`config.mk`:
```
export PLATFORM = sky130hd
export DESIGN_NAME = stepper_follower
export DESIGN_NICKNAME = d
export VERILOG_FILES = /design/src/rtl/stepper_follower.sv
export SDC_FILE = /design/constraint.sdc
export NUM_CORES = 1
export LEC_CHECK = 0
export CORE_ASPECT_RATIO = 0.8
export CORE_MARGIN = 2
export CORE_UTILIZATION = 45
export DETAILED_ROUTE_END_ITERATION = 8
export GPL_TIMING_DRIVEN = 0
export PLACE_DENSITY = 0.7
export SYNTH_ARGS = -nofsm -noshare
export SYNTH_HDL_FRONTEND = slang
export SYNTH_SLANG_ARGS = --single-unit
```
`constraint.sdc`:
```
create_clock -name clk -period 12.5 [get_ports clk]
set_input_delay 2.5 -clock clk [delete_from_list [all_inputs] [get_ports clk]]
set_output_delay 2.5 -clock clk [all_outputs]
set_load 0.005 [all_outputs]
```
`src/rtl/stepper_follower.sv`:
```
module stepper_follower #(
  parameter int TICK_W       = 32,
  parameter int POS_W        = 16,
  parameter int SPD_W        = 8,
  parameter int TGT_W        = 8,
  parameter int SPEED_MAX    = 100,
  parameter int SEEK_SPEED   = 10,
  parameter int INTERVAL_NUM = 1000
) (
  input  logic                    clk,
  input  logic                    rst_n,
  input  logic                    tick,
  input  logic                    home_n,
  input  logic [TGT_W-1:0]        target,
  output logic                    step,
  output logic                    dir,
  output logic                    en_n,
  output logic signed [POS_W-1:0] pos,
  output logic signed [SPD_W-1:0] speed,
  output logic                    homed
);

  localparam int RAMP_W = POS_W + 1;
  localparam int NUM_W  = $clog2(INTERVAL_NUM + 1);
  localparam int CNT_W  = $clog2(NUM_W + 1);
  localparam logic signed [RAMP_W-1:0] MAX_R = RAMP_W'(SPEED_MAX);
  localparam logic signed [RAMP_W-1:0] MIN_R = -MAX_R;

  logic [TICK_W-1:0]        t_cnt, t_nx, next_at;
  logic signed [RAMP_W-1:0] ramp, spd_x, spd_try, ramp_new;
  logic signed [SPD_W-1:0]  spd_new;
  logic [SPD_W-1:0]         spd_mag;
  logic signed [POS_W-1:0]  pos_new, pos_after;
  logic                     due, moving;

  logic                     div_busy;
  logic [CNT_W-1:0]         div_cnt;
  logic [SPD_W-1:0]         div_rem, div_den, rem_nx;
  logic [NUM_W-2:0]         div_quo;
  logic [NUM_W-1:0]         div_num, quo_nx;
  logic [SPD_W:0]           rem_sh;
  logic                     div_ge;

  assign t_nx  = t_cnt + 1'b1;
  assign due   = (ramp != '0) && (t_nx == next_at);
  assign spd_x = RAMP_W'(speed);

  always_comb begin
    spd_try = spd_x;
    if (spd_x < ramp)      spd_try = spd_x + RAMP_W'(1);
    else if (spd_x > ramp) spd_try = spd_x - RAMP_W'(1);
    if (spd_try > MAX_R)      spd_try = MAX_R;
    else if (spd_try < MIN_R) spd_try = MIN_R;
  end

  assign spd_new   = SPD_W'(spd_try);
  assign moving    = spd_new != '0;
  assign spd_mag   = spd_new[SPD_W-1] ? $unsigned(-spd_new) : $unsigned(spd_new);
  assign pos_new   = spd_new[SPD_W-1] ? pos - POS_W'(1) : pos + POS_W'(1);
  assign pos_after = (due && moving) ? pos_new : pos;
  assign ramp_new  = RAMP_W'($signed({1'b0, target})) - RAMP_W'(pos_after);

  assign rem_sh = {div_rem, div_num[NUM_W-1]};
  assign div_ge = rem_sh >= {1'b0, div_den};
  assign rem_nx = SPD_W'(div_ge ? rem_sh - {1'b0, div_den} : rem_sh);
  assign quo_nx = {div_quo, div_ge};

  always_ff @(posedge clk or negedge rst_n) begin
    if (!rst_n) begin
      t_cnt    <= '0;
      next_at  <= '0;
      ramp     <= '0;
      speed    <= '0;
      pos      <= '0;
      homed    <= 1'b0;
      step     <= 1'b0;
      dir      <= 1'b0;
      en_n     <= 1'b1;
      div_busy <= 1'b0;
      div_cnt  <= '0;
      div_rem  <= '0;
      div_quo  <= '0;
      div_num  <= '0;
      div_den  <= '0;
    end else begin
      en_n <= 1'b0;
      if (tick) begin
        t_cnt <= t_nx;
        if (due) begin
          speed <= spd_new;
          if (moving) begin
            dir      <= !spd_new[SPD_W-1];
            step     <= !step;
            pos      <= pos_new;
            next_at  <= t_nx;
            div_busy <= 1'b1;
            div_cnt  <= '0;
            div_rem  <= '0;
            div_quo  <= '0;
            div_num  <= NUM_W'(INTERVAL_NUM);
            div_den  <= spd_mag;
          end else begin
            next_at <= t_nx + 1'b1;
          end
        end
        if (homed) begin
          ramp <= ramp_new;
          if (ramp_new != '0 && ramp == '0) next_at <= t_nx + 1'b1;
        end else if (!home_n) begin
          pos   <= '0;
          speed <= '0;
          ramp  <= '0;
          homed <= 1'b1;
        end else if (ramp == '0) begin
          ramp    <= RAMP_W'(SEEK_SPEED);
          next_at <= t_nx + 1'b1;
        end
      end else if (div_busy) begin
        div_rem <= rem_nx;
        div_quo <= quo_nx[NUM_W-2:0];
        div_num <= div_num << 1;
        div_cnt <= div_cnt + 1'b1;
        if (div_cnt == CNT_W'(NUM_W - 1)) begin
          div_busy <= 1'b0;
          next_at  <= next_at + TICK_W'(quo_nx);
        end
      end
    end
  end

  assert_enable_R1: assert property (@(posedge clk) disable iff (!rst_n)
    $past(rst_n) |-> !en_n);

  assert_speed_unit_R5: assert property (@(posedge clk) disable iff (!rst_n)
    (speed != $past(speed)) && !$rose(homed) |->
      ((speed - $past(speed)) == 1 || ($past(speed) - speed) == 1));

  assert_speed_limit_R6: assert property (@(posedge clk) disable iff (!rst_n)
    (speed <= $signed(SPEED_MAX)) && (speed >= -$signed(SPEED_MAX)));

  assert_dir_pos_R9: assert property (@(posedge clk) disable iff (!rst_n)
    (speed > 0) |-> dir);

  assert_dir_neg_R9: assert property (@(posedge clk) disable iff (!rst_n)
    (speed < 0) |-> !dir);

  assert_pos_with_step_R10: assert property (@(posedge clk) disable iff (!rst_n)
    homed && $past(homed) && (pos != $past(pos)) |-> (step != $past(step)));

  assert_change_on_tick_R12: assert property (@(posedge clk) disable iff (!rst_n)
    (speed != $past(speed) || pos != $past(pos) || step != $past(step)) |-> $past(tick));

  assert_tick_spacing_R12: assert property (@(posedge clk) disable iff (!rst_n)
    tick |-> !div_busy);

endmodule

```
==> results summary, run 1 <==
The adder-cell share of the synthesized area is 6.491%. Of all nets on the critical path, the largest fanout is 16. The clock insertion delay at the later pin of the skew report is between 0.4 and 0.5 ns.

The cell row count is 56. The count of flip-flops with a built-in enable after synthesis came out at 0. The multiplexer share of the synthesized area is under 10%.

The yosys synthesis warning count is 0. The proportion of synthesized chip area in sequential cells is 26.93%. The largest buffer count on any clock path is 2. The half-perimeter wire length after placement came out at approximately 36 mm. Data on the critical path arrives at its endpoint at around 12 ns. TritonCTS built the clock tree. The share of the synthesized netlist area taken by xor and xnor gates came out at between 10 and 15%.

The tree is rooted in a clkbuf_16. The internal power consumption is ~1.2 mW. The total placed cells including tap cells is approximately 2100. The share of flip-flops with an asynchronous set or reset came out at 100.0%. Overall power consumption after layout is estimated at about 2.2 mW. The relative slew slack is 21.68%. The routed design could run at a clock period as short as approximately 12 ns. After detailed routing, the total wire length is roughly 48 mm.

In this run the static leakage power is 6.043 nW. The flip-flop and latch count after synthesis came out at 146. The sink count of the clock tree came out at 146. Detailed routing inserted a total of roughly 14000 vias. At the pin with the least slew margin, the transition time is about 1.2 ns. The number of stages on the worst hold path is 1. The number of DRC markers in iteration 0 came out at around 1600. The switching power share of the total came out at around 44%. The path type of the worst min-delay path is flop to flop. The number of input and output port buffers inserted is 39. The average size of a mapped cell came out at 7.969 µm². The count of final setup violators came out at 0. The vertical die dimension came out at approximately 160 µm.

In this design, the stage delay of the slowest critical-path cell is slightly below 0.7 ns. The count of unresolved DRC violations after routing came out at 0. The hold buffer count at CTS is 0. The final layout contains roughly 1800 nets. Routability-driven placement finished with a final weighted congestion of a little under 1. Entering global routing, the biggest net connects 75 pins. The combinational family with the most area after synthesis is simple AND/OR/NAND/NOR gates.

The post-route clock skew is ~0.014 ns. The class of the most critical setup path is flop to flop. 40 I/O pins were placed. Synthesis produced a netlist with a net count of 1783. The critical path crosses 36 cells after its start point. Counting both buffers and inverters, the worst setup path holds a total of 4. The combinational share of power came out at 47.3%. The clock share of power came out at 22.9%. The share of synthesized area in the top cell type comes to a little over a quarter. Summed over all instances, the cell type with the most area after synthesis is dfrtp_1. The cell with the biggest individual delay on the critical path is a211oi_2. The share of the cycle needed by the critical path after routing is approximately 93%. The number of unique standard cell types used by synthesis came out at 99. The total count of max-transition violations in the final report came out at 0.

The floorplan die area came out at 0.03157 mm². Counting stages on the worst path, the most repeated cell is ha_1. Setup repair after global routing left no endpoint under its margin. The worst register-to-register path has a depth of 36. The starting utilization of the core area came out at a little under half. The number of antenna violations at the first check in global routing is 2. Among all flip-flop cells after synthesis, the most frequent one is dfrtp_1. The relative area change from synthesis to final layout came out at 11.08%. The worst setup path is captured at a flop. The most instantiated library cell after synthesis is nand2_1.

The accumulated negative setup slack came out at 0 ns. The first detailed-routing pass took 5 iterations. Global routing consumed, over all layers together, a little under a third of the routing resources. The run finished with clean final reports.

Clock-pin slew was measured on the worst setup and hold paths at 0.07 ns. The kind of cell with the highest combined delay along the critical path is compound AO/OA/AOI/OAI gates. For this run the aggregate overflow at the end of global routing stands at 0. Summing the areas of all compound-gate instances in the mapped netlist gives about a fifth of the synthesized area. The instance count of the mapped netlist came out at about 1700. The power density relative to cell area came out at roughly 150 mW/mm². The count of nets left with antenna violations once routing finished came out at 0. For this run, the top clock speed supported by timing is ~86 MHz. The non-filler instance count after layout came out at approximately 2200. The net switching power is just under 1 mW.

The die is roughly 200 µm wide. The number of H-tree levels came out at 4. The via count of the first global-routing pass came to 12800.

The simple-gate portion of the synthesized area came out at a little over a quarter. The endpoint required time on the critical path came out at 12.81 ns. The count of final hold-check violations came out at 0. The via count normalized by instance count is roughly 6.2. The area of the mapped netlist came out at approximately 0.014 mm². By area the synthesized netlist is led by dfrtp_1 27%, xnor2_1 7.3%, ha_1 5.9%, nand2_1 5.2%, o21ai_0 4.6%. The fraction of layout cells with a size suffix above 1 came out at 6.982%.

The worst setup path is launched from a flop. The worst-case vdd ir drop is approximately 0.1 mV. The number of buffers created by CTS is 17. The fraction of power consumed by sequential logic came out at approximately 30%. The region available for standard cell placement spans between 0.02 and 0.03 mm². Max-cap violations in this run came to 0. The global-route wire length before repair came out at 74.20 mm. Sorting the synthesized cells by how often they occur yields 188 x nand2_1, 145 x dfrtp_1, 139 x nor2_1. The post-detailed-route wirelength per cell came out at ~22 µm.
-- stage by stage --
stage	hold slack (ns)	setup slack (ns)	util [%]	area, µm²
floorplan	0.4469	3.891	-	13570
global placement	0.4624	0.2638	49.05	14470
detailed placement	0.4656	0.08230	49.15	14500
CTS	0.4798	0.01915	51.01	15050
global route	0.4986	0.1374	51.10	15070
finish	0.4697	0.8162	51.10	15070
-- what timing repair did --
item,CTS,global route
buffers inserted,0,0
hold endpoints to repair,0,0
setup endpoints to repair,0,18
resized for setup,0,5
-- final timing paths --
| check | startpoint | endpoint | slack (ns) |
|---|---|---|---|
| worst max-delay path | speed[7] | next_at[4] | 0.82 |
| worst min-delay path | step | step | 0.47 |
| worst max register to register | speed[7] | next_at[4] | 0.82 |
| worst min register to register | step | step | 0.47 |
| max in group asynchronous | rst_n | next_at[25] | 9.55 |
| min in group asynchronous | rst_n | t_cnt[8] | 2.07 |
-- power by group through the flow --
stage / sequential (mW) / combinational, mW / clock [mW]
6_report: 0.653 / 1.04 / 0.503
5_1_grt: 0.662 / 1.14 / 0.529
4_1_cts: 0.650 / 1.01 / 0.509
3_5_place_dp: 0.658 / 1.00 / 0
3_3_place_gp: 0.656 / 0.979 / 0
2_1_floorplan: 0.626 / 0.750 / 0
-- registers in the layout (all words and copies together), names as in the netlist --
signal,flops
div_cnt,4
div_rem,8
div_quo,9
en_n,1
step,1
t_cnt,32
div_den,8
speed,8
homed,1
next_at,32
ramp,17
pos,16
div_num,7
dir,1
div_busy,1
-- routing by layer --
metal / vias to the layer above / track usage (%) / wire, µm
li1: 6295 / - / -
met2: 646 / 42.60 / 19300
met1: 6593 / 45.07 / 22110
met3: 93 / 9.151 / 5224
met4: 2 / 8.031 / 1107
met5: - / 0 / 14
-- cells in the final DEF (no fill, tap or decap), types with 27 or more instances in the layout --
cell	n
nand2_1	188
dfrtp_1	145
nor2_1	139
o21ai_0	125
xnor2_1	113
a21oi_1	94
inv_1	77
ha_1	64
nand3_1	61
clkbuf_1	59
nor3_1	49
xor2_1	44
nand4_1	39
clkdlybuf4s50_1	38
buf_2	30
nor4_1	27
-- cell families (layout without fill, tap and decap cells) --
| group | Yosys count | after routing |
|---|---|---|
| buf+inv | 176 | 249 |
| xor+xnor | 165 | 165 |
| simple gates | 676 | 676 |
| fa+ha+maj | 68 | 68 |
| other cells | 1 | 2 |
| compound gates | 438 | 438 |
| mux | 33 | 33 |
| flops | 146 | 146 |
-- final cells by class --
cell class,instances,area (µm²)
Clock buffer,18,429.2
Antenna cell,1,2.502
Clock inverter,14,118.9
Sequential cell,146,3655
Inverter,78,292.8
Tap cell,406,508.0
Timing Repair Buffer,41,434.2
Buffer,98,415.4
Multi-Input combinational cell,1381,9219
Fill cell,2827,14420
-- worst register-to-register path: cells and delay by family, from the launching register on --
family	cells	cell delay, ns
and+or+nand+nor	10	2.52
adders and majority gates	3	1.13
muxes	2	0.77
DFF	1	0.62
AOI/OAI and AO/OA	17	5.23
buffers and inverters	4	1.27
No activity file was read; power rests on OpenSTA's default activity.
==> run 2: changes to the inputs <==
HOLD_SLACK_MARGIN = 0.15   (was default)
==> results of run 2 <==
Final layout, timing and power as in run 1 (identical DEF).
==> run 3: changes to the inputs <==
CELL_PAD_IN_SITES_DETAIL_PLACEMENT = 0   (was default)
CELL_PAD_IN_SITES_GLOBAL_PLACEMENT = 1   (was default)
CTS_CLUSTER_SIZE = 28   (was default)
PLACE_DENSITY = 0.86   (was 0.7)
==> run 3 against run 2 <==
Net effect: hold slack better by 0.0068 ns; worst setup slack better by 0.078 ns; non-clock buffer count unchanged; global-route usage down 0.25 points; clock-buffer cell count up 1; flip-flop and latch count unchanged; fmax up 0.67%; first-iteration DRC count down 27%; design area up 0.38%; largest cell class unchanged.
==> results summary, run 3 (same netlist as run 1, synthesis figures left out) <==
Clock-pin slew was measured on the worst setup and hold paths at 0.07 ns. The worst-case IR drop observed on VDD is 0.1039 mV. The via count of the first global-routing pass came out at around 13000. Once the clock tree was built, the resizer swapped 0 gates to a different size. In this run the tool buffered the top-level ports with 39 buffer cells.

In this run the worst path has a maximum fanout of 16. For this block, the via count after detailed routing is 13520. The clock tree synthesis step divided the H-tree into 4 levels. Relative to the synthesized area, the layout overhead comes to 11.51%. The run finished with clean final reports. For this run, the number of standard cells in the final layout without fillers is between 2000 and 2500. The number of buffers created by CTS came out at 17. The library cell used most frequently in the layout, excluding fill and tap cells, is nand2_1. The region available for standard cell placement spans just under 0.03 mm².

The relative slew slack is roughly a fifth. For the final database, setup skew stands at 0.01064 ns. The worst setup path is launched from a flop.

The starting utilization of the core area came out at 46.00%. The total detailed-routing wirelength came out at between 40 and 50 mm. Among the stages of the critical path, the cell type that occurs most often is clkbuf_1. The first global-routing pass estimated 73.32 mm of wire. The number of setup buffers added after CTS is 0.

The largest net degree at the start of global routing is 115. The filler cells instantiated in the layout total approximately 2900. The final layout net count is 1843.

For this design the ratio of total power to cell area is between 100 and 150 mW/mm². The total placed cells including tap cells came out at approximately 2100. The routed design could run at a clock period as short as about 12 ns. Leaving out fill and tap cells, the most frequent cells in the layout are 188 x nand2_1, 145 x dfrtp_1, 139 x nor2_1.

Counting every sink on the clock net gives between 100 and 150. The max-cap violation count is 0. The number of antenna violations at the first check in global routing was 0.

After detailed routing, the number of vias per cell comes to a little over 6. Summed over all failing endpoints, the final setup total negative slack is 0 ns. The count of unresolved DRC violations after routing came out at 0. 40 I/O pins were placed.

From left edge to right edge, the die measures ~200 µm. The count of final setup violators is 0. In this run the static leakage power is just over 6 nW. The number of DRC markers in iteration 0 came out at ~1200. The hold buffer count at CTS is 0. The count of final hold-check violations came to 0. The cell row count came out at 56.

Setup repair after global routing left no endpoint under its margin. The worst setup path is of the flop to flop kind. The peak clock frequency supported by timing came out at around 86 MHz. The signal arrival time at the worst endpoint is 11.89 ns. The half-perimeter wire length after placement is between 30 and 40 mm. The final RePlAce weighted congestion is around 0.96. The combined global-route utilization of all metal layers is 30.20%.

The clock insertion delay at the later pin of the skew report came out at about 0.45 ns. Once detail routing completed, the nets flagged for antenna violations numbered 0. The fraction of layout cells with a size suffix above 1 came out at under 10%.

On the critical path, the stage with the largest delay is an instance of clkbuf_1. The total count of max-transition violations in the final report was 0. In this run the clock root is driven by a clkbuf_16. The vertical die dimension came out at 159.3 µm. For the pin with the worst max-slew slack, the measured transition is roughly 1.2 ns.

The worst hold path belongs to the class flop to flop. TritonCTS built the clock tree. The iteration count of the initial detailed-routing pass came out at 5. The endpoint required time on the critical path came out at approximately 13 ns.

The overall overflow remaining after global route is 0. The critical path's largest stage delay is between 0.7 and 0.8 ns. The final critical path takes up slightly above 90% of the cycle.

The post-detailed-route wirelength per cell is approximately 22 µm. In the final layout, the registers with the most flip-flops are next_at: 32 flops, t_cnt: 32 flops, ramp: 17 flops. The floorplan die area is between 0.03 and 0.04 mm².

The largest buffer count on any clock path is 2. The kind of end point of the critical path is a flop.
[run 3: changes by cell type in the layout (fill, tap and decap cells not counted)]
cell and change:
clkbuf_2 -1, a21oi_2 -1, clkbuf_1 +1, clkbuf_8 +1, inv_6 -3, buf_6 -1
o21ai_1 -1, a21oi_1 +1, inv_8 -1, bufinv_16 +2, buf_16 +1, o21ai_0 +1
clkinv_2 -1, clkinvlp_4 +2
[run 3: path summary, 6_finish.rpt]
kind                               endpoint  cells after the start  slack, ns     start
min in group asynchronous          t_cnt[2]                      1       1.91     rst_n
worst min-delay path                   step                      1       0.48      step
worst max register to register  next_at[16]                     36       0.89  speed[7]
max in group asynchronous            pos[7]                      2       9.69     rst_n
worst min register to register         step                      1       0.48      step
worst max-delay path            next_at[16]                     36       0.89  speed[7]
[run 3: cell type report]
cell class	instances	area [µm²]	area share [%]
Antenna cell	1	2.502	0.01654
Clock buffer	19	442.9	2.927
Inverter	78	292.8	1.935
Sequential cell	146	3655	24.15
Timing Repair Buffer	41	450.4	2.977
Buffer	98	414.1	2.737
Multi-Input combinational cell	1381	9215	60.90
Tap cell	406	508.0	3.357
Clock inverter	13	151.4	1.000
[run 3: power breakdown]
group / internal [mW] / switching [mW] / leakage (nW)
Sequential: 0.558 / 0.0925 / 1.83
Clock: 0.303 / 0.233 / 0.282
Combinational: 0.406 / 0.634 / 3.94
Total: 1.27 / 0.959 / 6.06
[run 3: routing by layer]
layer | GRT usage (%) | part of all wire (%) | vias to the layer above | routed length (µm)
li1 | - | - | 6308 | -
met4 | 6.288 | 1.6 | 0 | 757
met5 | 0 | 0 | - | 0
met2 | 42.79 | 42 | 561 | 19680
met3 | 6.736 | 8.5 | 56 | 4032
met1 | 46.37 | 48 | 6592 | 22840
[run 3: worst max-delay path, delay by kind of cell (launching register included)]
family / cells / cell delay, ns
buf+inv: 6 / 2.16
compound gates: 17 / 5.56
fa+ha+maj: 3 / 0.97
flops: 1 / 0.68
mux: 3 / 1.00
simple gates: 7 / 1.02
[run 3: through the flow]
stage	utilization [%]	cell area [µm²]	hold WS (ns)	power [mW]	setup slack, ns
floorplan	-	13570	0.4469	1.376	3.891
detailed placement	49.16	14500	0.4656	1.663	0.6486
global placement	49.05	14470	0.4628	1.644	0.6735
CTS	51.17	15100	0.4824	2.203	0.6164
finish	51.30	15130	0.4765	2.226	0.8944
global route	51.29	15130	0.5031	2.373	0.1865
